`src/rtl/pxs_pkg.sv`:
```
package pxs_pkg;

    typedef enum logic [3:0] {
        ST_IDLE,
        ST_SCAN,
        ST_TX_CHK,
        ST_TX_LOAD,
        ST_TX_GO,
        ST_TX_WAIT,
        ST_RX_CHK,
        ST_RX_LOAD,
        ST_RX_GO,
        ST_RX_WAIT,
        ST_RX_COMMIT
    } sched_state_e;

    typedef enum logic {
        DIR_TX = 1'b0,
        DIR_RX = 1'b1
    } xfer_dir_e;

    localparam int unsigned ERR_UND = 0;
    localparam int unsigned ERR_OVR = 1;
    localparam int unsigned NUM_ERR = 2;

endpackage

```
`src/rtl/pxs_err_sticky.sv`:
```
module pxs_err_sticky (
    input  logic clk,
    input  logic rst_n,
    input  logic set_i,
    input  logic clr_i,
    output logic flag_o
);

    logic flag_q;

    always_ff @(posedge clk) begin
        if (!rst_n) begin
            flag_q <= 1'b0;
        end else if (set_i) begin
            flag_q <= 1'b1;
        end else if (clr_i) begin
            flag_q <= 1'b0;
        end
    end

    assign flag_o = flag_q;

    AST_SET_WINS: assert property (@(posedge clk) disable iff (!rst_n)
        set_i |=> flag_q);
    AST_CLEAR_ON_READ: assert property (@(posedge clk) disable iff (!rst_n)
        (clr_i && !set_i) |=> !flag_q);

endmodule

```
`src/rtl/pxs_len_reg.sv`:
```
module pxs_len_reg #(
    parameter int unsigned XFER_WORDS = 256,
    parameter int unsigned CNT_BYTES  = 2
) (
    input  logic                   clk,
    input  logic                   rst_n,
    input  logic                   load_i,
    input  logic                   load_rx_i,
    output logic [8*CNT_BYTES-1:0] cnt_o,
    output logic                   rx_o
);

    localparam int unsigned CNT_W = 8 * CNT_BYTES;

    logic [CNT_W-1:0] cnt_q;
    logic             rx_q;

    always_ff @(posedge clk) begin
        if (!rst_n) begin
            cnt_q <= '0;
            rx_q  <= 1'b0;
        end else if (load_i) begin
            cnt_q <= CNT_W'(XFER_WORDS);
            rx_q  <= load_rx_i;
        end
    end

    assign cnt_o = cnt_q;
    assign rx_o  = rx_q;

    AST_LOAD_TAKES: assert property (@(posedge clk) disable iff (!rst_n)
        load_i |=> (cnt_q == CNT_W'(XFER_WORDS)));

endmodule

```
`src/rtl/pxs_sched_fsm.sv`:
```
module pxs_sched_fsm
    import pxs_pkg::*;
(
    input  logic clk,
    input  logic rst_n,
    input  logic bus_idle,
    input  logic tx_ready,
    input  logic rx_ready,
    output logic scan_o,
    output logic load_o,
    output logic load_rx_o,
    output logic start_o,
    output logic commit_o
);

    sched_state_e state_q, state_d;

    always_ff @(posedge clk) begin
        if (!rst_n) begin
            state_q <= ST_IDLE;
        end else begin
            state_q <= state_d;
        end
    end

    always_comb begin
        state_d = state_q;
        unique case (state_q)
            ST_IDLE:      if (bus_idle) state_d = ST_SCAN;
            ST_SCAN:      state_d = ST_TX_CHK;
            ST_TX_CHK:    state_d = tx_ready ? ST_TX_LOAD : ST_RX_CHK;
            ST_TX_LOAD:   state_d = ST_TX_GO;
            ST_TX_GO:     state_d = ST_TX_WAIT;
            ST_TX_WAIT:   if (bus_idle) state_d = ST_RX_CHK;
            ST_RX_CHK:    state_d = rx_ready ? ST_RX_LOAD : ST_IDLE;
            ST_RX_LOAD:   state_d = ST_RX_GO;
            ST_RX_GO:     state_d = ST_RX_WAIT;
            ST_RX_WAIT:   if (bus_idle) state_d = ST_RX_COMMIT;
            ST_RX_COMMIT: state_d = ST_IDLE;
            default:      state_d = ST_IDLE;
        endcase
    end

    always_comb begin
        scan_o    = (state_q == ST_SCAN);
        load_o    = (state_q == ST_TX_LOAD) || (state_q == ST_RX_LOAD);
        load_rx_o = (state_q == ST_RX_LOAD);
        start_o   = (state_q == ST_TX_GO) || (state_q == ST_RX_GO);
        commit_o  = (state_q == ST_RX_COMMIT);
    end

    AST_ONE_START: assert property (@(posedge clk) disable iff (!rst_n)
        start_o |=> !start_o);
    AST_COMMIT_PULSE: assert property (@(posedge clk) disable iff (!rst_n)
        commit_o |=> !commit_o);

endmodule

```
`src/rtl/pkt_xfer_sched.sv`:
```
module pkt_xfer_sched
    import pxs_pkg::*;
#(
    parameter int unsigned XFER_WORDS = 256,
    parameter int unsigned CNT_BYTES  = 2
) (
    input  logic       clk,
    input  logic       rst_n,
    input  logic       ctl_we,
    input  logic       ctl_tx_en,
    input  logic       ctl_rx_en,
    input  logic       out_fifo_empty,
    input  logic       in_fifo_full,
    input  logic       eng_tx_room,
    input  logic       eng_rx_avail,
    input  logic       eng_tx_underrun,
    input  logic       eng_rx_overrun,
    output logic       eng_clr_flags,
    input  logic       bus_idle,
    output logic       bus_start,
    output logic       bus_rd,
    output logic [7:0] bus_cnt_hi,
    output logic [7:0] bus_cnt_lo,
    output logic       pkt_commit,
    input  logic       stat_rd,
    input  logic       stat_sel,
    output logic       stat_data
);

    localparam int unsigned CNT_W = 8 * CNT_BYTES;

    logic tx_en_q, rx_en_q;
    logic tx_ready, rx_ready;
    logic scan, load, load_rx, start, commit, len_rx;
    logic [CNT_W-1:0]   cnt;
    logic [NUM_ERR-1:0] err_line, err_flag;

    always_ff @(posedge clk) begin
        if (!rst_n) begin
            tx_en_q <= 1'b0;
            rx_en_q <= 1'b0;
        end else if (ctl_we) begin
            tx_en_q <= ctl_tx_en;
            rx_en_q <= ctl_rx_en;
        end
    end

    assign tx_ready = tx_en_q && !out_fifo_empty && eng_tx_room;
    assign rx_ready = rx_en_q && !in_fifo_full && eng_rx_avail;

    pxs_sched_fsm u_fsm (
        .clk       (clk),
        .rst_n     (rst_n),
        .bus_idle  (bus_idle),
        .tx_ready  (tx_ready),
        .rx_ready  (rx_ready),
        .scan_o    (scan),
        .load_o    (load),
        .load_rx_o (load_rx),
        .start_o   (start),
        .commit_o  (commit)
    );

    pxs_len_reg #(
        .XFER_WORDS (XFER_WORDS),
        .CNT_BYTES  (CNT_BYTES)
    ) u_len (
        .clk       (clk),
        .rst_n     (rst_n),
        .load_i    (load),
        .load_rx_i (load_rx),
        .cnt_o     (cnt),
        .rx_o      (len_rx)
    );

    assign err_line[ERR_UND] = eng_tx_underrun;
    assign err_line[ERR_OVR] = eng_rx_overrun;

    for (genvar g = 0; g < NUM_ERR; g++) begin : g_err
        pxs_err_sticky u_flag (
            .clk    (clk),
            .rst_n  (rst_n),
            .set_i  (scan && err_line[g]),
            .clr_i  (stat_rd && (stat_sel == 1'(g))),
            .flag_o (err_flag[g])
        );
    end

    assign eng_clr_flags = scan && (|err_line);
    assign bus_start     = start;
    assign bus_rd        = len_rx;
    assign bus_cnt_hi    = cnt[15:8];
    assign bus_cnt_lo    = cnt[7:0];
    assign pkt_commit    = commit;
    assign stat_data     = err_flag[stat_sel];

    AST_START_BUS_IDLE: assert property (@(posedge clk) disable iff (!rst_n)
        bus_start |-> bus_idle);
    AST_CLR_SINGLE: assert property (@(posedge clk) disable iff (!rst_n)
        eng_clr_flags |=> !eng_clr_flags);
    AST_TX_GATED: assert property (@(posedge clk) disable iff (!rst_n)
        (bus_start && !bus_rd) |-> $past(tx_en_q && !out_fifo_empty && eng_tx_room, 2));
    AST_RX_GATED: assert property (@(posedge clk) disable iff (!rst_n)
        (bus_start && bus_rd) |-> $past(rx_en_q && !in_fifo_full && eng_rx_avail, 2));
    AST_CNT_AT_START: assert property (@(posedge clk) disable iff (!rst_n)
        bus_start |-> ({bus_cnt_hi, bus_cnt_lo} == 16'(XFER_WORDS)));
    AST_COMMIT_RX: assert property (@(posedge clk) disable iff (!rst_n)
        pkt_commit |-> (bus_rd && bus_idle));

endmodule

```
`config.mk`:
```
export PLATFORM = sky130hd
export DESIGN_NAME = pkt_xfer_sched
export DESIGN_NICKNAME = d
export VERILOG_FILES = /design/src/rtl/pxs_pkg.sv /design/src/rtl/pxs_err_sticky.sv /design/src/rtl/pxs_len_reg.sv /design/src/rtl/pxs_sched_fsm.sv /design/src/rtl/pkt_xfer_sched.sv
export SDC_FILE = /design/constraint.sdc
export NUM_CORES = 1
export LEC_CHECK = 0
export ABC_AREA = 1
export BUFFER_PORTS_ARGS = -buffer_cell sky130_fd_sc_hd__buf_2
export CORE_MARGIN = 3
export CORE_UTILIZATION = 40
export CTS_BUF_LIST = sky130_fd_sc_hd__clkbuf_2 sky130_fd_sc_hd__clkbuf_4 sky130_fd_sc_hd__clkbuf_8
export DETAILED_ROUTE_END_ITERATION = 10
export GPL_ROUTABILITY_DRIVEN = 0
export PLACE_DENSITY_LB_ADDON = 0.1
export SLEW_MARGIN = 20
export SYNTH_ARGS = -nofsm -noshare
export SYNTH_HDL_FRONTEND = slang
export SYNTH_SLANG_ARGS = --single-unit
```
`constraint.sdc`:
```
create_clock -name clk -period 0.9 [get_ports clk]
set_input_delay 0.045 -clock clk [delete_from_list [all_inputs] [get_ports clk]]
set_output_delay 0.045 -clock clk [all_outputs]
set_load 0.01 [all_outputs]
```
# Word level (Yosys, flattened, before mapping)
# Index checks and enable logic that the tools add are counted.
[classes] order_cmp=1 n_eq_ne=13 n_reduce_logical=18 bitwise_logic=1 n_mux=12
[ops] op="one-hot mux 4 bit (10 select lines)" count=1
[ops] op="== test 4 x 3 -> 1 bit (second input constant)" count=4
[ops] op="== test 4 bit (second input constant)" count=3
[ops] op="2-to-1 mux 4 bit" count=3
[ops] op="logical AND 1 bit" count=9
[ops] op="== test 4 x 2 -> 1 bit (second input constant)" count=2
[ops] op="2-to-1 mux 1 bit" count=6
[ops] op="2-to-1 mux 3 bit" count=2
[ops] op="inequality test 2 bit (second input constant)" count=3
[ops] op="== test 4 x 1 -> 1 bit (second input constant)" count=1
[ops] op="logical NOT 4 bit" count=1
[ops] op="nonzero test 2 bit" count=2
[ops] op="AND reduction 3 bit" count=1
[ops] op="logical NOT 1 bit" count=2
[ops] op="logical OR 1 bit" count=2
[ops] op="less-than comparator 1 x 2 -> 1 bit (second input constant)" count=1
[ops] op="OR reduction 2 bit" count=1
[ops] op="inverter 1 bit" count=1
[word_totals] regBits=10 input_bits=14 output_inout_bits=21 word_cells=52

# Longest topological paths before layout
# Gate-level depths: netlist (run 1).
[depth] word_depth=5 depth_mapped=7 mapped_depth_nobuf=7

# Modules after synthesis
# From an unflattened synthesis (run 1), not the netlist that was laid out.
[hier_totals] hier_cells=113 area_unflattened_um2=699.4
[modules_own_cells] module="pxs_sched_fsm" cells_per_inst=49 seq_area_each_um2=80.1 n_inst=1 area_each_um2=287.8
[modules_own_cells] module="pxs_len_reg" cells_per_inst=24 seq_area_each_um2=40.0 n_inst=1 area_each_um2=185.2
[modules_own_cells] module="pkt_xfer_sched" cells_per_inst=28 seq_area_each_um2=40.0 n_inst=1 area_each_um2=138.9
[modules_own_cells] module="pxs_err_sticky" cells_per_inst=6 seq_area_each_um2=20.0 n_inst=2 area_each_um2=43.8

# Worst setup path after synthesis (run 1)
# Ideal clock, no wire load.
[synth_path] kind="flip-flop to flip-flop" start="register u_fsm.state_q[0]" end="register u_fsm.state_q[0]" path_stages_with_launch=8 arrival_ns=0.810 synth_period_minus_slack_ns=0.930 setup_ns=0.120 slack_ns=-0.030 path_buffers=0 required_ns=0.780 path_cell_list="dfxtp_1 > inv_2 > nor2_1 > nand2_1 > nand2_1 > nand2_1 > nand2_1 > a21oi_2"
[synth_via] elab_chain_len=3 elab_cells_between_ends=15 cone_classes="eq/ne (12); mux (1); reduce/logical (2)"
[synth_lines] element="from (decl)" line="pxs_sched_fsm.sv:16" text="sched_state_e state_q, state_d;"
[synth_lines] element="from (signal assigned)" line="pxs_sched_fsm.sv:22" text="state_q <= state_d;"
[synth_lines] element="== test 4 bit, or another cell as far along" line="pxs_sched_fsm.sv:28" text="unique case (state_q)"
[synth_lines] element="inequality test 2 bit (no source line)"
[synth_lines] element="AND reduction 3 bit (no source line)"
# Several ways; a longest one is shown, not always the timed one.
# A chain may end at the register's enable or synchronous reset.

# Worst setup path after layout (run 1)
[layout_path] start="register u_fsm.state_q[2]" end="output eng_clr_flags"
[layout_via] elab_chain_len=2
[layout_lines] element="== test 4 x 1 -> 1 bit" line="pxs_sched_fsm.sv:45" text="scan_o = (state_q == ST_SCAN);"
[layout_lines] element="logical AND 1 bit" line="pkt_xfer_sched.sv:89" text="assign eng_clr_flags = scan && (|err_line);"
[layout_lines] element="to (decl)" line="pkt_xfer_sched.sv:18" text="output logic eng_clr_flags,"
# Every way passes these cells.

==> results by group, run 1 <==
Global routing
  • GRT Resource Usage Total: 16.3%
  • Met2 usage: 26.8%
  • Pin count of the biggest net entering global routing: 8
  • Met3 GRT Util: ~6%
  • Grt peak-use layer: met2
  • GR Overflow Total: 0
  • Met1 global-route usage: 20.0%
  • Number of global-route vias before repair: about 600
  • Initial antenna violation count: 0
  • First-pass GRT wire length: 2.47 mm

Logic synthesis
  • Mapped cell area: slightly above 600 um2
  • Top-area cell type share of the netlist area: between 30% and 40%
  • Synth cell types: 14
  • Seq/Total Area, Yosys: about 32%
  • Syn avg cell area: 6.31 um2
  • Cells after Synth: just under 100
  • Synth Register Bits: 10
  • YS warnings: 0
  • Dominant cell type by area after synthesis: dfxtp_1
  • Top post-synthesis cells by area: dfxtp_1, buf_4, nand2_1, nor2_1, inv_1

Worst setup path
  • Worst path cell trace: nor2_4 -> nand2_1 -> inv_2 -> nand2_1 -> nand2_1 -> buf_2
  • CP Class: flip-flop to primary output
  • Critical path endpoint category: primary output
  • Top Family by Delay on Critical Path: flip-flops
  • Worst EP required: 0.85 ns
  • CP arrival: approximately 1.1 ns
  • Worst-path fanout max: 3
  • Buf/Inv on CP: 2
  • Slowest stage delay, CP: ~0.36 ns
  • CP max-delay cell: dfxtp_4
  • Worst setup SP type: flip-flop
  • CP dominant cell by count: nand2_1

Detailed routing
  • DRC Markers: 0
  • DRT iter0 DRCs: 16
  • Drt wl/cell: 10.3 um
  • DR pass1 iterations: 3
  • Post-route ant nets: 0
  • Total number of vias: roughly 660
  • Post-DR vias/cell: 4.48
  • Drt total wl: about 1.5 mm

Clock tree
  • Root Driver: clkbuf_4
  • Clk sink count: 10
  • CTS max path bufs: 2
  • Clock transition at the registers of the reported paths: roughly 0.070 ns
  • Clock Latency Late Sink: about 0.26 ns
  • CTS tree: yes
  • Cts bufs inserted: 3
  • H-tree depth: 1
  • CTS Hold Bufs: 0

Pwr
  • Worst vdd ir: 0.00143 V
  • Leakage: 0.495 nW
  • Cell area power density: 1970 nW/um2

Run status
  • Failing checks: setup timing
  • Status: finished with violations

Timing
  • Clock skew: 0.000777 ns
  • Post-layout min period: approximately 1.2 ns
  • Worst setup margin: -0.258 ns
  • Final period utilization: 129%
  • Max Slew Vio Count: 0
  • Fin. Hold Viols: 0
  • FMAX: 864 MHz
  • RSZ-0062 raised after global routing: yes
  • Final setup viols: 10

Placed design
  • Cells after DPL: roughly 130
  • Setup Slack @ Placement: -0.118 ns
  • DP HPWL: 1.03 mm
  • Port bufs: 19

Floorplan
  • Area of the core: 1370 um2
  • Initial Util: 45.2%
  • Number of I/O pins: 35
  • FP Rows: 13
  • Total die area: 2050 um2
  • Die Height: roughly 45 um
  • Die W: 45.3 um

Layout
  • Area Growth Syn to Fin: 48.2%
  • Final #Nets: around 150
  • Ant diodes: 0
  • Layout fillers: 113
  • Layout cells sized above 1: approximately 49%
  • Final cell count without fillers: 147

Min path
  • Hold crit path type: primary input to flip-flop

Job
  • Max-cap violations: 0
sequential cells by signal, summed over array words and instances (netlist names):
name and flops:
u_fsm.state_q 4, g_err.u_flag.flag_o 2, rx_en_q 1, tx_en_q 1, u_len.cnt_o 1, u_len.rx_o 1
power breakdown:
part	switching [mW]	internal [mW]
clock	0.161	0.246
sequential	0.0667	0.514
combinational	0.428	0.391
Yosys cell counts (all sizes together):
library cell / count
buf: 15
inv: 13
conb: 1
nor3: 2
nand2: 27
o21ai: 5
nand3b: 1
a21oi: 7
nor2: 12
dfxtp: 10
nand3: 5
tightest hold or removal path: cells and delay by family:
family / cells / cell delay [ns]
and+or+nand+nor: 2 / 0.11
buffers and inverters: 1 / 0.08
cells in the final DEF (no fill, tap or decap), types with 2 or more instances in the layout:
master	synthesis	layout
nand2_1	27	20
buf_2	0	19
conb_1	1	15
buf_4	15	9
nor2_1	12	8
inv_1	11	6
a21oi_2	1	6
dfxtp_1	10	6
inv_2	2	5
nand2_2	0	5
nand3_1	5	4
o21ai_0	4	4
nor2_4	0	3
clkbuf_4	0	3
buf_6	0	3
dfxtp_4	0	3
inv_4	0	2
nand2_4	0	2
cell type report:
cell class	count	area [um2]	share of cell area [%]
Sequential cell	10	213	23.2
Multi-Input combinational cell	74	398	43.4
Timing Repair Buffer	31	196	21.4
Inverter	13	53.8	5.87
Clock buffer	4	36.3	3.96
Tap cell	15	18.8	2.05
per-stage QoR:
stage               util [%]  instance area [um2]  setup TNS [ns]  power (mW)  hold WS, ns
finish                  67.0                  916           -1.46        1.81      0.00619
global route            67.0                  916           -2.08        1.92       0.0159
CTS                     64.2                  877           -1.27        1.74     0.000613
detailed placement      51.7                  707          -0.579        1.08        0.289
global placement        51.7                  707          -0.585        1.08        0.276
floorplan                  -                  683       -0.000434       0.974        0.149
layer usage:
metal | routed length, um | share of wire (%)
met1 | 608 | 40
met2 | 801 | 53
met3 | 98 | 6.4
met4 | 11 | 0.72
met5 | 0 | 0
cells by family after synthesis:
| logic type | after synthesis | share of synthesized area [%] |
|---|---|---|
| simple gates | 47 | 30.6 |
| buf+inv | 28 | 26.1 |
| other cells | 1 | 0.607 |
| flops | 10 | 32.4 |
| compound gates | 12 | 10.3 |
final timing paths:
| check | from | end | slack (ns) | cells past startpoint |
|---|---|---|---|---|
| min reg2reg | u_len.cnt_o[8] | u_len.cnt_o[8] | 0.46 | 2 |
| max reg2reg | u_fsm.state_q[0] | u_fsm.state_q[0] | -0.19 | 8 |
| min | ctl_tx_en | tx_en_q | 0.006 | 3 |
| max | u_fsm.state_q[2] | eng_clr_flags | -0.26 | 6 |
timing repair:
| item | CTS | global route |
|---|---|---|
| resized for setup | 27 | 7 |
| setup endpoints to repair | 10 | 10 |
| endpoints found under the hold margin | 0 | 0 |
| buffers inserted | 7 | 2 |
| pin swaps | 8 | 6 |
Power figures use the tool's default switching activity.
==> run 2, diff against run 1 <==
ABC_AREA = not set   (was 1)
CORE_UTILIZATION = 42   (was 40)
==> results by group, run 2 <==
Detailed routing
  • Max layer used: met4 (unchanged)
  • Met1 WL: 623 um (was 608 um)
  • Post-DR vias/cell: 4.85 (was 4.48)
  • DR pass1 iterations: 4 (was 3)
  • Drt wl/cell: 11.7 um (was 10.3 um)
  • Post-route ant nets: 0 (unchanged)
  • Drt total wl: 1.56 mm (was 1.52 mm)
  • Total number of vias: 645 (was 658)
  • DRC Markers: 0 (unchanged)
  • DRT iter0 DRCs: 6 (was 16)
  • DR WL met2: 783 um (was 801 um)
  • Wire length on met3: 130 um (was 98 um)

Logic synthesis
  • Synth Area in Compound Gates: 15.8% (was 10.3%)
  • Post-synthesis xor/xnor area fraction: 2.51% (was 0%)
  • Seq/Total Area, Yosys: 28.7% (was 32.4%)
  • Ys async rst share: 0% (unchanged)
  • Most common cell in the netlist: buf_4 (was nand2_1)
  • Synth cell types: 35 (was 14)
  • Synth Area in Simple Gates: 25.7% (was 30.6%)
  • Mapped cell area: 697 um2 (was 618 um2)
  • Post-synthesis adder-cell area fraction: 0% (unchanged)
  • Syn avg cell area: 8.82 um2 (was 6.31 um2)
  • Synth Flop Type: dfxtp_1 (unchanged)
  • Cells after Synth: 79 (was 98)
  • Dominant cell type by area after synthesis: dfxtp_1 (unchanged)
  • YS warnings: 0 (unchanged)
  • Synth top cells by count: buf_4, dfxtp_1, nand2_1, nor2_1, o21ai_0 (was nand2_1, buf_4, nor2_1)
  • Portion of netlist area occupied by mux cells: 4.49% (was 0%)
  • Synth Register Bits: 10 (unchanged)
  • Top post-synthesis cells by area: dfxtp_1, buf_4, buf_6, mux2i_1, o21ai_0 (was dfxtp_1, buf_4, nand2_1, nor2_1, inv_1)
  • Number of synthesized flops with an enable pin: 0 (unchanged)
  • Main combinational cell family by area after synthesis: simple AND/OR/NAND/NOR gates (unchanged)
  • Top-area cell type share of the netlist area: 28.7% (was 32.4%)

Worst setup path
  • R2r setup slk: -0.34 ns (was -0.19 ns)
  • Worst EP required: 0.85 ns (about the same)
  • Worst setup SP type: flip-flop (unchanged)
  • Critical path endpoint category: primary output (unchanged)
  • CP Class: flip-flop to primary output (unchanged)
  • R2R cell count: 4 (was 8)
  • CP arrival: 1.27 ns (was 1.11 ns)
  • Critical Path End: eng_clr_flags (unchanged)
  • Worst setup startpoint: u_fsm.state_q[3] (was u_fsm.state_q[2])
  • Reg2reg start: u_fsm.state_q[2] (was u_fsm.state_q[0])
  • Worst-path fanout max: 5 (was 3)
  • R2r endpoint: u_fsm.state_q[0] (unchanged)

Layout
  • Area Growth Syn to Fin: 46.0% (was 48.2%)
  • Sequential cell area: 211 um2 (was 213 um2)
  • Layout cells sized above 1: 54.7% (was 49.2%)
  • Most frequent cells in the layout: buf_2, conb_1, buf_4, buf_6, dfxtp_1 (was nand2_1, buf_2, conb_1, buf_4, nor2_1)
  • Final Core Density: 66.0% (was 67.0%)
  • Commonest non-fill, non-tap cell in the layout: buf_2 (was nand2_1)
  • Cell area after layout: 1020 um2 (was 916 um2)
  • Area of the multi-input gates: 457 um2 (was 398 um2)
  • Ant diodes: 0 (unchanged)
  • Layout fillers: 127 (was 113)
  • Final #Nets: 132 (was 147)
  • Biggest register: u_fsm.state_q (unchanged)
  • Max reg flops: 4 (unchanged)

Run status
  • Status: finished with violations (unchanged)
  • Failing checks: setup timing (unchanged)

Pwr
  • Share of total power in sequential cells: 27.7% (was 32.2%)
  • Switching Share: 33.0% (was 36.3%)
  • Worst vdd ir: 0.00132 V (was 0.00143 V)
  • Int Power: 1.69 mW (was 1.15 mW)
  • Combinational power share: 55.8% (was 45.3%)
  • Clk pwr share: 16.5% (was 22.5%)
  • Leakage: 0.479 nW (was 0.495 nW)
  • Net Sw Power: 0.833 mW (was 0.655 mW)
  • Cell area power density: 2480 nW/um2 (was 1970 nW/um2)

Timing
  • Fin. Hold Viols: 0 (unchanged)
  • FMAX: 758 MHz (was 864 MHz)
  • Final period utilization: 147% (was 129%)
  • Post-layout min period: 1.32 ns (was 1.16 ns)
  • Setup tns final: -3.14 ns (was -1.46 ns)
  • RSZ-0062 raised after global routing: yes (unchanged)
  • Fin Hold WS: 0.0400 ns (was 0.00619 ns)
  • Max Slew Vio Count: 0 (unchanged)
  • Clock skew: 0.00761 ns (was 0.000777 ns)
  • Worst setup margin: -0.419 ns (was -0.258 ns)
  • Final setup viols: 12 (was 10)

Global routing
  • First-pass GRT wire length: 2.44 mm (was 2.47 mm)
  • Number of global-route vias before repair: 566 (was 595)
  • GR Overflow Total: 0 (unchanged)
  • Initial antenna violation count: 0 (unchanged)
  • Pin count of the biggest net entering global routing: 11 (was 8)
  • GRT Resource Usage Total: 16.2% (was 16.3%)

Clock tree
  • Clock transition at the registers of the reported paths: 0.08 ns (was 0.07 ns)
  • H-tree depth: 1 (unchanged)
  • CTS tree: yes (unchanged)
  • Clk sink count: 10 (unchanged)
  • Cts bufs inserted: 3 (unchanged)
  • Root Driver: clkbuf_4 (unchanged)
  • Clock Latency Late Sink: 0.27 ns (was 0.26 ns)
  • CTS max path bufs: 2 (unchanged)

Floorplan
  • Total die area: 2180 um2 (was 2050 um2)
  • Area of the core: 1540 um2 (was 1370 um2)
  • Number of I/O pins: 35 (unchanged)
  • Die Height: 46.7 um (was 45.3 um)
  • FP Rows: 14 (was 13)
  • Initial Util: 45.2% (about the same)
  • Die W: 46.7 um (was 45.3 um)

Min path
  • Hold crit path type: primary input to flip-flop (unchanged)
  • Worst hold start: eng_tx_underrun (was ctl_tx_en)

Job
  • Max-cap violations: 0 (unchanged)

Placed design
  • DP HPWL: 1.10 mm (was 1.03 mm)
  • Port bufs: 19 (unchanged)
  • Placed cell areas: 830 um2 (was 707 um2)
[run 2: changes by cell type after synthesis, sizes merged, moves of 3 or more]
cell | previous run | this run
nand3 | 5 | 0
nand2 | 27 | 4
a21oi | 7 | 0
buf | 15 | 19
nor2 | 12 | 4
nand2b | 0 | 3
nor2b | 0 | 3
inv | 13 | 1
a21boi | 0 | 3
[run 2: logic make-up (layout without fill, tap and decap cells)]
| kind of cell | after synthesis | after routing |
|---|---|---|
| multiplexers | 3 | 3 |
| AO/OA/AOI/OAI | 15 | 15 |
| other | 1 | 15 |
| XOR/XNOR | 2 | 2 |
| flip-flops | 10 | 10 |
| buffers and inverters | 21 | 45 |
| AND/OR/NAND/NOR | 27 | 27 |
[run 2: critical path, stage by stage (launching register included)]
cell,delay (ns)
dfxtp_2,0.35
buf_6,0.12
nor4b_4,0.26
o21a_1,0.15
buf_2,0.12
[run 2: metrics by stage]
step | power (mW) | worst slack (ns) | instances
after global placement | 1.62 | -0.257 | 123
after detailed placement | 1.64 | -0.280 | 123
after floorplan | 1.36 | -0.308 | 93
after CTS | 2.46 | -0.427 | 131
final | 2.53 | -0.419 | 133
after global routing | 2.69 | -0.491 | 133
[run 2: worst min path at each step]
stage	endpoint	slack (ns)	depth (start not counted)
after floorplan	g_err[0].u_flag.flag_o	0.19	2
after global placement	tx_en_q	0.30	3
after detailed placement	rx_en_q	0.32	3
after CTS	g_err[0].u_flag.flag_o	0.04	3
after global routing	g_err[0].u_flag.flag_o	0.04	3
final	g_err[0].u_flag.flag_o	0.04	3
[run 2: final cells by class]
cell class / instances / share of cell area, %
clock buffers: 4 / 3.57
inverters: 1 / 0.369
multi-input cells: 62 / 44.9
flip-flops and latches: 10 / 20.8
well taps: 16 / 1.97
repair buffers: 40 / 28.4
[run 2: timing repair]
item / in CTS / in global routing
resized for setup: 27 / 2
hold buffers: 0 / 0
endpoints found under the setup margin: 12 / 12
pin swaps: 6 / 4
cloned: 0 / 0
buffers inserted: 4 / 2
[run 2: layer usage]
| layer | vias up | global-route usage (%) |
|---|---|---|
| met3 | 4 | 5.36 |
| met1 | 292 | 18.5 |
| li1 | 322 | - |
| met2 | 27 | 26.1 |
| met5 | - | 0 |
| met4 | 0 | 9.94 |
[run 2: power by group through the flow]
stage / combinational (mW) / sequential, mW / clock (mW)
floorplan: 0.764 / 0.601 / 0
global placement: 0.970 / 0.653 / 0
detailed placement: 0.981 / 0.662 / 0
CTS: 1.34 / 0.695 / 0.428
global route: 1.53 / 0.714 / 0.446
finish: 1.41 / 0.700 / 0.417
==> run 3, diff against run 2 <==
SETUP_SLACK_MARGIN = 0.4   (was not set)
==> results by group, run 3 (same netlist as run 2, synthesis figures left out) <==
Run status
  • Status: finished with violations (unchanged)
  • Failing checks: setup timing (unchanged)

Clock tree
  • Clock Latency Late Sink: 0.26 ns (was 0.27 ns)
  • Clock transition at the registers of the reported paths: 0.07 ns (was 0.08 ns)
  • Cts bufs inserted: 3 (unchanged)
  • CTS max path bufs: 2 (unchanged)
  • H-tree depth: 1 (unchanged)
  • Root Driver: clkbuf_4 (unchanged)
  • CTS tree: yes (unchanged)
  • Clk sink count: 10 (unchanged)
  • CTS Hold Bufs: 0 (unchanged)

Floorplan
  • Initial Util: 45.2% (unchanged)
  • FP Rows: 14 (unchanged)
  • Total die area: 2180 um2 (unchanged)
  • Number of I/O pins: 35 (unchanged)
  • Area of the core: 1540 um2 (unchanged)
  • Die Height: 46.7 um (unchanged)
  • Die W: 46.7 um (unchanged)

Worst setup path
  • Buf/Inv on CP: 2 (unchanged)
  • CP arrival: 1.20 ns (was 1.27 ns)
  • Critical path endpoint category: primary output (unchanged)
  • Top Family by Delay on Critical Path: flip-flops (unchanged)
  • Worst-path fanout max: 6 (was 5)
  • CP dominant cell by count: buf_6
  • R2r endpoint: u_fsm.state_q[0] (unchanged)
  • Worst setup SP type: flip-flop (unchanged)
  • R2R cell count: 4 (unchanged)
  • CP max-delay cell: dfxtp_4 (was dfxtp_2)
  • Worst EP required: 0.85 ns (about the same)
  • R2r setup slk: -0.32 ns (was -0.34 ns)
  • Reg2reg start: u_fsm.state_q[0] (was u_fsm.state_q[2])
  • Slowest stage delay, CP: 0.38 ns (was 0.35 ns)
  • Worst path cell trace: buf_6 -> or2_4 -> nor2_4 -> buf_6 (was buf_6 -> nor4b_4 -> o21a_1 -> buf_2)
  • CP Class: flip-flop to primary output (unchanged)

Min path
  • Worst hold start: eng_tx_underrun (unchanged)
  • Hold EP: g_err[0].u_flag.flag_o (unchanged)
  • Hold path depth: 3 (unchanged)
  • Hold crit path type: primary input to flip-flop (unchanged)

Detailed routing
  • Post-DR vias/cell: 4.86 (was 4.85)
  • Drt wl/cell: 12.2 um (was 11.7 um)
  • DR pass1 iterations: 3 (was 4)
  • DRT iter0 DRCs: 6 (unchanged)
  • Post-route ant nets: 0 (unchanged)
  • Total number of vias: 642 (was 645)
  • DRC Markers: 0 (unchanged)
  • Drt total wl: 1.61 mm (was 1.56 mm)

Timing
  • Post-layout min period: 1.24 ns (was 1.32 ns)
  • Setup tns final: -2.86 ns (was -3.14 ns)
  • FMAX: 806 MHz (was 758 MHz)
  • Worst setup margin: -0.341 ns (was -0.419 ns)
  • Final period utilization: 138% (was 147%)
  • Clock skew: 0.000761 ns (was 0.00761 ns)
  • Max Slew Vio Count: 0 (unchanged)
  • Final setup viols: 12 (unchanged)
  • RSZ-0062 raised after global routing: yes (unchanged)
  • Fin. Hold Viols: 0 (unchanged)

Global routing
  • Pin count of the biggest net entering global routing: 11 (unchanged)
  • GRT Resource Usage Total: 16.7% (was 16.2%)
  • First-pass GRT wire length: 2.67 mm (was 2.44 mm)
  • Number of global-route vias before repair: 641 (was 566)
  • GR Overflow Total: 0 (unchanged)
  • Initial antenna violation count: 0 (unchanged)

Layout
  • Most frequent cells in the layout: conb_1, buf_2, buf_6, buf_4, dfxtp_2 (was buf_2, conb_1, buf_4, buf_6, dfxtp_1)
  • Area of the multi-input gates: 477 um2 (was 457 um2)
  • Layout cells sized above 1: 57.8% (was 54.7%)
  • Max reg flops: 4 (unchanged)
  • Area Growth Syn to Fin: 53.0% (was 46.0%)
  • Final #Nets: 131 (was 132)
  • Ant diodes: 0 (unchanged)
  • Biggest register: u_fsm.state_q (unchanged)
  • Final cell count without fillers: 132 (was 133)
  • Layout fillers: 131 (was 127)
  • Sequential cell area: 221 um2 (was 211 um2)
  • Cell area after layout: 1070 um2 (was 1020 um2)

Pwr
  • Cell area power density: 2470 nW/um2 (was 2480 nW/um2)
  • Worst vdd ir: 0.00134 V (was 0.00132 V)
  • Leakage: 0.485 nW (was 0.479 nW)

Placed design
  • Cells after DPL: 122 (was 123)
  • DP HPWL: 1.09 mm (was 1.10 mm)
  • Port bufs: 19 (unchanged)
  • Placed cell areas: 836 um2 (was 830 um2)
  • Setup Slack @ Placement: -0.300 ns (was -0.280 ns)

Job
  • Max-cap violations: 0 (unchanged)
## run 3: changes by cell type in the layout (fill, tap and decap cells not counted), sizes merged
cell	delta
buf	-1
## run 3: worst register-to-register path, delay by kind of cell (launching register included)
family / cells / cell delay, ns
flip-flops: 1 / 0.37
AO/OA/AOI/OAI: 1 / 0.13
AND/OR/NAND/NOR: 2 / 0.51
buffers and inverters: 1 / 0.14
## run 3: layout make-up
cell class	instances	share of cell area (%)
sequential	10	20.8
timing repair buffer	39	28.9
clock buffer	4	3.40
tap	16	1.88
multi-input combinational	62	44.7
inverter	1	0.352
## run 3: per-stage QoR
step / util (%) / total power, mW / hold WS (ns)
6_report: 69.2 / 2.64 / 0.0348
5_1_grt: 69.2 / 2.80 / 0.0453
4_1_cts: 65.5 / 2.45 / 0.0293
3_5_place_dp: 54.2 / 1.69 / 0.318
3_3_place_gp: 54.2 / 1.67 / 0.302
2_1_floorplan: - / 1.42 / 0.190
## run 3: timing repair
item / 4_1_cts / 5_1_grt
gates resized for setup: 29 / 9
endpoints found under the setup margin: 16 / 16
pin swaps: 6 / 5
buffers inserted: 4 / 2
## run 3: worst max path at each step
stage | end | slack [ns] | depth (start not counted) | start
final | bus_start | -0.34 | 4 | u_fsm.state_q[1]
after global placement | u_fsm.state_q[0] | -0.28 | 3 | u_fsm.state_q[3]
after global routing | eng_clr_flags | -0.41 | 3 | u_fsm.state_q[3]
after detailed placement | u_fsm.state_q[0] | -0.30 | 3 | u_fsm.state_q[3]
after floorplan | u_fsm.state_q[0] | -0.31 | 4 | u_fsm.state_q[2]
after CTS | eng_clr_flags | -0.36 | 3 | u_fsm.state_q[1]
## run 3: routing by layer
layer	routed length (um)	vias to the layer above	track usage, %
met5	0	-	0
met4	29	0	6.63
met3	83	4	2.30
met2	804	22	28.6
met1	694	294	21.1
li1	-	322	-
## run 3: report_power, final
| part | switching, mW | leakage [nW] | internal [mW] |
|---|---|---|---|
| Clock | 0.157 | 0.0210 | 0.245 |
| Combinational | 0.557 | 0.377 | 0.947 |
| Sequential | 0.157 | 0.0867 | 0.572 |
| Total | 0.871 | 0.485 | 1.76 |
